$ cat src/rtl/ilv_pkg.sv
package ilv_pkg;
  typedef enum logic [1:0] {
    MODE_REG = 2'd0,
    MODE_SHF = 2'd1,
    MODE_QPP = 2'd2,
    MODE_BAD = 2'd3
  } ilv_mode_e;

  typedef enum logic [1:0] {
    ST_IDLE  = 2'd0,
    ST_CHECK = 2'd1,
    ST_GEN   = 2'd2
  } ilv_state_e;
endpackage

$ cat src/rtl/ilv_modadd.sv
module ilv_modadd #(
  parameter int W = 13
) (
  input  logic [W-1:0] a_i,
  input  logic [W-1:0] b_i,
  input  logic [W-1:0] k_i,
  output logic [W-1:0] s_o
);
  // operands are below k_i, so one conditional subtract suffices
  logic [W:0] sum;
  always_comb begin
    sum = {1'b0, a_i} + {1'b0, b_i};
    if (sum >= {1'b0, k_i}) s_o = W'(sum - {1'b0, k_i});
    else                     s_o = sum[W-1:0];
  end
endmodule

$ cat src/rtl/ilv_coprime.sv
module ilv_coprime #(
  parameter int W = 13
) (
  input  logic         clk,
  input  logic         rst_n,
  input  logic         load_i,
  input  logic [W-1:0] a_i,
  input  logic [W-1:0] b_i,
  output logic         done_o,
  output logic         ok_o
);
  logic [W-1:0] ga_q, ga_n, gb_q, gb_n;
  logic         run_q, run_n, done_q, done_n, ok_q, ok_n;

  always_comb begin
    ga_n   = ga_q;
    gb_n   = gb_q;
    run_n  = run_q;
    ok_n   = ok_q;
    done_n = 1'b0;
    if (load_i) begin
      ga_n  = a_i;
      gb_n  = b_i;
      run_n = 1'b1;
      ok_n  = 1'b0;
    end else if (run_q) begin
      if (gb_q == '0) begin
        run_n  = 1'b0;
        done_n = 1'b1;
        ok_n   = (ga_q == W'(1));
      end else if (ga_q >= gb_q) begin
        ga_n = ga_q - gb_q;
      end else begin
        ga_n = gb_q;
        gb_n = ga_q;
      end
    end
  end

  always_ff @(posedge clk or negedge rst_n) begin
    if (!rst_n) begin
      ga_q   <= '0;
      gb_q   <= '0;
      run_q  <= 1'b0;
      done_q <= 1'b0;
      ok_q   <= 1'b0;
    end else begin
      ga_q   <= ga_n;
      gb_q   <= gb_n;
      run_q  <= run_n;
      done_q <= done_n;
      ok_q   <= ok_n;
    end
  end

  assign done_o = done_q;
  assign ok_o   = ok_q;


  gcd_shrink_chk: assert property (@(posedge clk) disable iff (!rst_n)
    (run_q && $past(run_q)) |->
      ({1'b0, ga_q} + {1'b0, gb_q}) <= $past({1'b0, ga_q} + {1'b0, gb_q}));
endmodule

$ cat src/rtl/ilv_shift_sel.sv
module ilv_shift_sel #(
  parameter int AW  = 12,
  parameter int NSH = 16,
  localparam int SIW = $clog2(NSH),
  localparam int QLW = $clog2(SIW + 1)
) (
  input  logic [SIW-1:0]    idx_i,
  input  logic [QLW-1:0]    qlog_i,
  input  logic [NSH*AW-1:0] tbl_i,
  output logic [AW-1:0]     val_o
);
  logic [SIW-1:0] mask;
  logic [AW-1:0]  ent [NSH];

  for (genvar b = 0; b < SIW; b++) begin : g_mask
    assign mask[b] = (qlog_i > QLW'(b));
  end

  for (genvar i = 0; i < NSH; i++) begin : g_ent
    assign ent[i] = tbl_i[i*AW +: AW];
  end

  assign val_o = ent[idx_i & mask];
endmodule

$ cat src/rtl/ilv_addr_gen.sv
module ilv_addr_gen
  import ilv_pkg::*;
#(
  parameter int KMAX = 4096,
  parameter int NSH  = 16,
  localparam int KW  = $clog2(KMAX + 1),
  localparam int AW  = $clog2(KMAX),
  localparam int SIW = $clog2(NSH),
  localparam int QLW = $clog2(SIW + 1)
) (
  input  logic              clk,
  input  logic              rst_n,
  input  logic              start_i,
  input  logic [1:0]        mode_i,
  input  logic [KW-1:0]     k_i,
  input  logic [AW-1:0]     p_i,
  input  logic [AW-1:0]     f1_i,
  input  logic [AW-1:0]     f2_i,
  input  logic [QLW-1:0]    qlog_i,
  input  logic [NSH*AW-1:0] shifts_i,
  output logic [AW-1:0]     addr_o,
  output logic              valid_o,
  output logic              done_o,
  output logic              err_o
);
  ilv_state_e  st_q, st_n;
  ilv_mode_e   mode_w;
  logic [KW-1:0] j_q, j_n, lin_q, lin_n, qv_q, qv_n, qd_q, qd_n, s2_q, s2_n;
  logic [AW-1:0] addr_q, addr_n;
  logic          valid_q, valid_n, done_q, done_n, err_q, err_n;
  logic [KW-1:0] px, f1x, f2x, shx;
  logic [KW-1:0] lin_adv, lin_sh, qv_adv, qd_adv, d0, s2;
  logic [AW-1:0] shv;
  logic          bad_cfg, last, cp_load, cp_done, cp_ok;

  assign mode_w = ilv_mode_e'(mode_i);
  assign px  = KW'(p_i);
  assign f1x = KW'(f1_i);
  assign f2x = KW'(f2_i);
  assign shx = KW'(shv);

  ilv_modadd #(.W(KW)) u_lin_adv (.a_i(lin_q), .b_i(px),  .k_i(k_i), .s_o(lin_adv));
  ilv_modadd #(.W(KW)) u_lin_sh  (.a_i(lin_q), .b_i(shx), .k_i(k_i), .s_o(lin_sh));
  ilv_modadd #(.W(KW)) u_qv_adv  (.a_i(qv_q),  .b_i(qd_q), .k_i(k_i), .s_o(qv_adv));
  ilv_modadd #(.W(KW)) u_qd_adv  (.a_i(qd_q),  .b_i(s2_q), .k_i(k_i), .s_o(qd_adv));
  ilv_modadd #(.W(KW)) u_d0      (.a_i(f1x),   .b_i(f2x),  .k_i(k_i), .s_o(d0));
  ilv_modadd #(.W(KW)) u_s2      (.a_i(f2x),   .b_i(f2x),  .k_i(k_i), .s_o(s2));

  ilv_shift_sel #(.AW(AW), .NSH(NSH)) u_shift_sel (
    .idx_i (j_q[SIW-1:0]),
    .qlog_i(qlog_i),
    .tbl_i (shifts_i),
    .val_o (shv)
  );

  ilv_coprime #(.W(KW)) u_coprime (
    .clk   (clk),
    .rst_n (rst_n),
    .load_i(cp_load),
    .a_i   (k_i),
    .b_i   (px),
    .done_o(cp_done),
    .ok_o  (cp_ok)
  );

  always_comb begin
    bad_cfg = (k_i < KW'(2)) || (k_i > KW'(KMAX)) || (mode_w == MODE_BAD);
    if (mode_w == MODE_QPP) bad_cfg = bad_cfg || (f1x >= k_i) || (f2x >= k_i);
    else                    bad_cfg = bad_cfg || (px == '0) || (px >= k_i);
    if (mode_w == MODE_SHF) bad_cfg = bad_cfg || (qlog_i > QLW'(SIW));
  end

  assign last = (j_q == k_i - KW'(1));

  always_comb begin
    st_n    = st_q;
    j_n     = j_q;
    lin_n   = lin_q;
    qv_n    = qv_q;
    qd_n    = qd_q;
    s2_n    = s2_q;
    addr_n  = addr_q;
    err_n   = err_q;
    valid_n = 1'b0;
    done_n  = 1'b0;
    cp_load = 1'b0;
    case (st_q)
      ST_IDLE: if (start_i) begin
        err_n = 1'b0;
        if (bad_cfg) begin
          err_n = 1'b1;
        end else begin
          st_n    = (mode_w == MODE_QPP) ? ST_GEN : ST_CHECK;
          cp_load = (mode_w != MODE_QPP);
          j_n     = '0;
          lin_n   = '0;
          qv_n    = '0;
          qd_n    = d0;
          s2_n    = s2;
        end
      end
      ST_CHECK: if (cp_done) begin
        if (cp_ok) begin
          st_n = ST_GEN;
        end else begin
          err_n = 1'b1;
          st_n  = ST_IDLE;
        end
      end
      ST_GEN: begin
        valid_n = 1'b1;
        done_n  = last;
        case (mode_w)
          MODE_SHF: addr_n = AW'(lin_sh);
          MODE_QPP: addr_n = AW'(qv_q);
          default:  addr_n = AW'(lin_q);
        endcase
        j_n   = j_q + KW'(1);
        lin_n = lin_adv;
        qv_n  = qv_adv;
        qd_n  = qd_adv;
        if (last) st_n = ST_IDLE;
      end
      default: st_n = ST_IDLE;
    endcase
  end

  always_ff @(posedge clk or negedge rst_n) begin
    if (!rst_n) begin
      st_q    <= ST_IDLE;
      j_q     <= '0;
      lin_q   <= '0;
      qv_q    <= '0;
      qd_q    <= '0;
      s2_q    <= '0;
      addr_q  <= '0;
      valid_q <= 1'b0;
      done_q  <= 1'b0;
      err_q   <= 1'b0;
    end else begin
      st_q    <= st_n;
      j_q     <= j_n;
      lin_q   <= lin_n;
      qv_q    <= qv_n;
      qd_q    <= qd_n;
      s2_q    <= s2_n;
      addr_q  <= addr_n;
      valid_q <= valid_n;
      done_q  <= done_n;
      err_q   <= err_n;
    end
  end

  assign addr_o  = addr_q;
  assign valid_o = valid_q;
  assign done_o  = done_q;
  assign err_o   = err_q;


  valid_run_chk: assert property (@(posedge clk) disable iff (!rst_n)
    (valid_o && !done_o) |=> valid_o);

  done_valid_chk: assert property (@(posedge clk) disable iff (!rst_n)
    done_o |-> valid_o);

  done_drop_chk: assert property (@(posedge clk) disable iff (!rst_n)
    done_o |=> !valid_o);

  addr_range_chk: assert property (@(posedge clk) disable iff (!rst_n)
    valid_o |-> (KW'(addr_o) < k_i));

  err_novalid_chk: assert property (@(posedge clk) disable iff (!rst_n)
    err_o |-> !valid_o);
endmodule

$ cat config.mk
export PLATFORM = sky130hd
export DESIGN_NAME = ilv_addr_gen
export DESIGN_NICKNAME = d
export VERILOG_FILES = /design/src/rtl/ilv_pkg.sv /design/src/rtl/ilv_modadd.sv /design/src/rtl/ilv_coprime.sv /design/src/rtl/ilv_shift_sel.sv /design/src/rtl/ilv_addr_gen.sv
export SDC_FILE = /design/constraint.sdc
export NUM_CORES = 1
export LEC_CHECK = 0
export BUFFER_PORTS_ARGS = -buffer_cell sky130_fd_sc_hd__buf_2
export CAP_MARGIN = 10
export CORE_ASPECT_RATIO = 1.2
export CORE_MARGIN = 2
export CORE_UTILIZATION = 55
export CTS_CLUSTER_DIAMETER = 200
export DETAILED_ROUTE_END_ITERATION = 6
export PLACE_DENSITY = 0.79
export SLEW_MARGIN = 25
export SYNTH_ARGS = -nofsm -noshare
export SYNTH_HDL_FRONTEND = slang
export SYNTH_SLANG_ARGS = --single-unit
$ cat constraint.sdc
create_clock -name clk -period 6.8 [get_ports clk]
set_input_delay 1.36 -clock clk [delete_from_list [all_inputs] [get_ports clk]]
set_output_delay 1.36 -clock clk [all_outputs]
set_load 0.02 [all_outputs]
== Word level (Yosys, flattened, before mapping) ==
Index checks and enable logic that the tools add are counted.
Cells by class
  add/subtract/negate cells: 15
  order comparisons: 18
  equality and inequality tests: 15
  multiplexer cells: 54
  bitwise gates (word level): 3
  reduce and logical (&&, ||, !) cells: 21
Operators by type and width (count)
  2-to-1 mux 13 bit: 17
  case mux 13 bit (2 select lines): 4
  subtractor 13 bit: 6
  >= comparator 14 x 13 -> 1 bit: 4
  binary-select mux 12 bit (select 4 bit): 1
  >= comparator 12 x 13 -> 1 bit: 3
  >= comparator 13 bit: 3
  2-to-1 mux 12 bit: 3
  adder 13 x 12 -> 14 bit: 2
  adder 13 x 13 -> 14 bit: 2
  adder 12 x 12 -> 13 bit: 2
  logical NOT 13 bit: 2
  case mux 12 bit (2 select lines): 1
  2-to-1 mux 1 bit: 20
  inequality test 2 bit (second input constant): 7
  adder 13 x 1 -> 13 bit (second input constant): 1
  equality test 13 x 1 -> 1 bit (second input constant): 1
  equality test 13 bit: 1
  > comparator 13 bit (second input constant): 1
  less-than comparator 13 x 2 -> 1 bit (second input constant): 1
  subtractor 13 x 1 -> 13 bit (second input constant): 1
  2-to-1 mux 2 bit: 6
  subtractor 12 bit: 1
  AND reduction 3 bit: 3
  other kinds (17): 33
Word-level totals
  register bits: 111
  input bits: 249
  output and inout bits: 15
  word-level logic and storage cells: 141

== Logic depth before layout (Yosys ltp) ==
  depth in word-level cells: 13
  gate-level depth with buffers: 23
  gate-level depth less buffers: 22

== Cells and area by module ==
From an unflattened synthesis, not the netlist that was laid out.
Unflattened totals
  cell total of the unflattened synthesis: 2197
  area total of the unflattened synthesis: 17924.7 um^2
Modules (own cells, without submodules)
  ilv_modadd at u_d0 ...: times used 5, cells each 191, area each 1428.9 um^2, seq. area each 0.0 um^2
  ilv_addr_gen: times used 1, cells each 520, area each 5068.6 um^2, seq. area each 2052.0 um^2
  ilv_coprime: times used 1, cells each 244, area each 2212.1 um^2, seq. area each 725.7 um^2
  ilv_shift_sel: times used 1, cells each 288, area each 2064.5 um^2, seq. area each 0.0 um^2
  ilv_modadd at u_s2: times used 1, cells each 190, area each 1435.1 um^2, seq. area each 0.0 um^2

== Least setup slack after synthesis ==
OpenSTA, ideal clock, no wires.
  path kind: in2reg
  from: input qlog_i[2]
  to: register addr_q[10] (netlist: addr_o[10])
  setup time: 128 ps
  arrival time: 6217 ps
  required time: 6672 ps
  setup slack: 455 ps
  stages on the path: 21
  buffers on the path: 1
  cells stage by stage: o31ai_1 -> buf_1 -> mux4_2 -> a211oi_1 -> a31oi_1 -> ha_1 -> a21oi_1 -> o21ai_0 -> a21o_1 -> a21o_1 -> a31oi_1 -> xnor2_1 -> ha_1 -> and2_1 -> nand2_1 -> a21oi_1 -> nor4b_1 -> o21ai_1 -> nor2_2 -> mux2i_1 -> o22ai_1
On the way
  longest elaborated chain between the ends: 10
  elaborated cells on any way between the ends: 14
  those cells by class: 2 x add/sub; 5 x order compare; 5 x mux; 2 x bitwise
RTL lines
  from (decl): line ilv_addr_gen.sv:19  | input logic [QLW-1:0] qlog_i,
  > comparator 3 x 1 -> 1 bit or > comparator 3 x 2 -> 1 bit (tied branches): line ilv_shift_sel.sv:16  | assign mask[b] = (qlog_i > QLW'(b));
  AND 4 bit *: line ilv_shift_sel.sv:23  | assign val_o = ent[idx_i & mask];
  NOT 4 -> 5 bit (implied by the code) *: line ilv_shift_sel.sv:23
  binary-select mux 12 bit (select 4 bit) *: line ilv_shift_sel.sv:23
  2-to-1 mux 12 bit (implied by the code) * (2 in series): line ilv_shift_sel.sv:23
  adder 13 x 12 -> 14 bit *: line ilv_modadd.sv:12  | sum = {1'b0, a_i} + {1'b0, b_i};
  subtractor 12 bit or >= comparator 14 x 13 -> 1 bit (tied branches): line ilv_modadd.sv:13  | if (sum >= {1'b0, k_i}) s_o = W'(sum - {1'b0, k_i});
  2-to-1 mux 12 bit *: line ilv_modadd.sv:13
  case mux 12 bit (2 select lines) *: line ilv_addr_gen.sv:113  | case (mode_w)
  to (signal assigned): line ilv_addr_gen.sv:147  | addr_q <= addr_n;
  to (decl): line ilv_addr_gen.sv:29  | logic [AW-1:0] addr_q, addr_n;
Mark *: on every way between the ends. The rest lies on a longest branch, timed or not. The select of a mux whose other input is x is not followed.
A chain may end at the register's enable or synchronous reset.

== Worst setup path in the final report ==
  from: input qlog_i[2]
  to: register addr_q[11] (netlist: addr_o[11])
Same word-level chain as after synthesis.

==> results by group <==
Detailed routing
  • WL/cell: ~22 um
  • DR pass1 iterations: 6
  • Vias/cell: ~6.5
  • Routed vias: roughly 15k
  • Final WL: roughly 52 mm
  • DR DRC count: 0
  • Routed Antenna Nets: 0
  • Iteration-0 DRC Markers: about 1.2k

Worst setup path
  • Slowest-stage cell, CP: mux4_2
  • Critical Path Max Stage Delay: ~0.50 ns
  • Max FO, Critical Path: 21
  • Data arrival, critical path: 6.57 ns
  • CP startpoint kind: primary input
  • Cell class contributing the biggest share of worst-path delay: compound AO/OA/AOI/OAI gates
  • CP Capture Type: flip-flop
  • Crit path buf inv count: 4
  • WP data required: roughly 7.1 ns
  • CP Class: in -> reg

Layout
  • Share of post-route cells with drive strength above 1: 20.1%
  • Fin util: between 60 and 70%
  • Post-layout nets: 2445
  • Area Growth Syn to Fin: 13.6%
  • Commonest cells after routing, fill and taps aside: buf_2, ha_1, nand2_1
  • Ant diodes: 0
  • Commonest non-fill, non-tap cell in the layout: buf_2

Synth
  • Synth top area cells: dfrtp_1, ha_1, mux4_2
  • Yosys cell types: 80
  • Cell Area, Synth: around 0.015 mm^2
  • Synth Area per Inst: 8.59 um^2
  • Post-synthesis net count: between 2k and 2.5k
  • Async set-or-reset flop fraction in the synthesized netlist: 100%
  • Yosys top cell by area: dfrtp_1
  • Post-Synthesis Cells: approximately 1.8k
  • Synthesis-stage register bit count: roughly 110
  • YS warnings: 0
  • Number of flops mapped to enable cells by yosys: 0
  • Ys flop type: dfrtp_1
  • Yosys top cell area share: a little under a fifth
  • Seq/Total Area, Yosys: roughly 18%

STA
  • Final setup fails: 0
  • Final worst-path setup slack: 0.515 ns
  • Slew Viols, Final: 0
  • RSZ-0062 raised after global routing: no
  • Max Freq: 0.159 GHz
  • Layout Skew: approximately 0.015 ns
  • Post-layout min period: 6.28 ns
  • Relative slew slack: between 30 and 40%
  • Final cycle utilization of the critical path: roughly 90%
  • Final Hold Viols: 0
  • Least-Margin Pin Slew: 0.997 ns
  • Post-Route Setup TNS: 0 ns

Global route
  • Largest net degree at the start of global routing: 69
  • Initial antenna violation count: 0
  • Vias in the first global route: between 15k and 20k
  • First-pass GRT wire length: ~80 mm
  • GRT overflow: 0
  • GRT Resource Usage Total: between 30% and 40%

Floorplan
  • Die Ht: about 190 um
  • I/O pin cnt: roughly 260
  • Die ar.: between 0.02 and 0.03 mm^2
  • Core area: ~0.027 mm^2
  • Initial Utilization: a little under three fifths
  • Die W: roughly 150 um
  • Num rows: 66

Clock tree
  • H-Tree Depth: 3
  • Setup Fix Bufs, Post-CTS: 0
  • Total clock sinks: between 100 and 150
  • Clock Path Buffers: 2
  • Total CTS buffers: 9
  • CTS root buffer: clkbuf_16
  • Clock latency on the worst-skew pair: between 0.3 and 0.4 ns
  • Worst-path clk slew: 0.08 ns
  • CTS tree: built

Power and ir drop
  • Maximum vdd drop: 0.362 mV
  • LEAKAGE: approximately 8.1 nW
  • Pwr Density: 650 mW/mm^2

Job
  • Max-cap violation count: 0

Worst hold path
  • Min-delay worst type: reg -> reg

Placed design
  • Placement Setup Slack: around 0.095 ns
  • Detailed Place HPWL: around 41 mm
  • GP Congestion: between 0.9 and 1
  • IO Port Bufs: around 260

Run status
  • Result of the run: completed
==> cell usage after synthesis, drive strengths merged, types with 10 or more instances <==
cell and instances:
dfrtp 111, buf 24, o211ai 17, inv 81, o21ai 127, nor3 30
xor2 33, a21oi 127, nand2b 14, nor2 114, nor4 13, a211oi 39
mux2i 78, nor2b 23, a31oi 21, and2 22, nand2 162, fa 12
a221oi 11, xnor2 95, or2 10, clkbuf 37, o21a 33, o31ai 10
nand3 31, o221ai 10, nand4 27, ha 195, mux4 48, a21o 48
o22ai 10, and3 14
==> area by class of cell <==
cell class | instances | area (um^2)
multi-input combinational | 1498 | 11800
fill | 2360 | 9920
clock buffer | 10 | 229
timing repair buffer | 288 | 1530
clock inverter | 6 | 67.6
sequential | 111 | 2780
tap | 340 | 425
inverter | 81 | 304
==> repair_timing <==
action | CTS | global route
setup endpoints to repair | 0 | 5
hold buffers | 0 | 0
resized for setup | 0 | 1
==> flip-flops by register name, summed over array words and instances (netlist names) <==
register          cells
addr_o               12
done_o                1
err_o                 1
j_q                  13
lin_q                13
qd_q                 13
qv_q                 13
s2_q                 13
st_q                  2
u_coprime.done_o      1
u_coprime.ga_q       13
u_coprime.gb_q       13
u_coprime.ok_o        1
u_coprime.run_q       1
valid_o               1
==> metrics by stage <==
step           hold slack, ns  std cells  cell area, um^2  total power, W
4_1_cts                 0.499       2334            17100          0.0110
5_1_grt                 0.526       2334            17100          0.0121
3_3_place_gp            0.466       2318            16800          0.0102
2_1_floorplan           0.453       1751            15000         0.00839
3_5_place_dp            0.482       2318            16800          0.0104
6_report                0.502       2334            17100          0.0111
==> cells by family (layout without fill, tap and decap cells) <==
family	count (synthesis)	count (layout)	synth area share, %
AND/OR/NAND/NOR	497	497	16.1
XOR/XNOR	128	128	7.45
adder cells (fa/ha/maj)	207	207	17.8
AO/OA/AOI/OAI	535	535	23.6
multiplexers	131	131	12.8
buffers and inverters	142	385	3.80
flip-flops	111	111	18.5
==> layer usage <==
layer  global-route usage, %  share of wire, %  vias up
met1                    43.1                38     7314
met2                    60.1                47      677
met3                    6.11               8.0      184
li1                        -                 -     7085
met4                    22.3               6.8        0
met5                       0                 0        -
==> power by group <==
| group | internal, W | leakage [nW] | switching, W |
|---|---|---|---|
| sequential | 0.000957 | 1.35 | 0.000429 |
| combinational | 0.00415 | 6.59 | 0.00501 |
| clock | 0.000290 | 0.145 | 0.000274 |
==> worst register-to-register path: stages (launching register included) <==
cell	delay (ns)
dfrtp_1	0.51
o31ai_4	0.12
buf_12	0.23
mux4_2	0.52
and2_1	0.16
a211oi_1	0.29
a31oi_1	0.08
ha_1	0.24
inv_1	0.07
fa_1	0.20
o21ai_0	0.19
a21o_1	0.22
a21o_1	0.20
a31oi_1	0.36
xnor2_1	0.17
ha_1	0.37
and2_1	0.19
nand2_1	0.06
a21oi_1	0.20
nor4b_2	0.09
o21ai_1	0.32
nor2_2	0.05
buf_4	0.18
o32a_1	0.34
o21ai_0	0.07
==> final timing paths <==
path / start / to / slack, ns / cells past startpoint
max in group asynchronous: rst_n / addr_o[11] / 4.43 / 2
hold / removal: s2_q[11] / s2_q[11] / 0.50 / 2
min in group asynchronous: rst_n / u_coprime.ga_q[3] / 1.00 / 1
hold reg to reg: s2_q[11] / s2_q[11] / 0.50 / 2
setup / recovery: qlog_i[2] / addr_o[11] / 0.52 / 25
setup reg to reg: j_q[0] / addr_o[11] / 1.29 / 24
No activity file was read; power rests on OpenSTA's default activity.
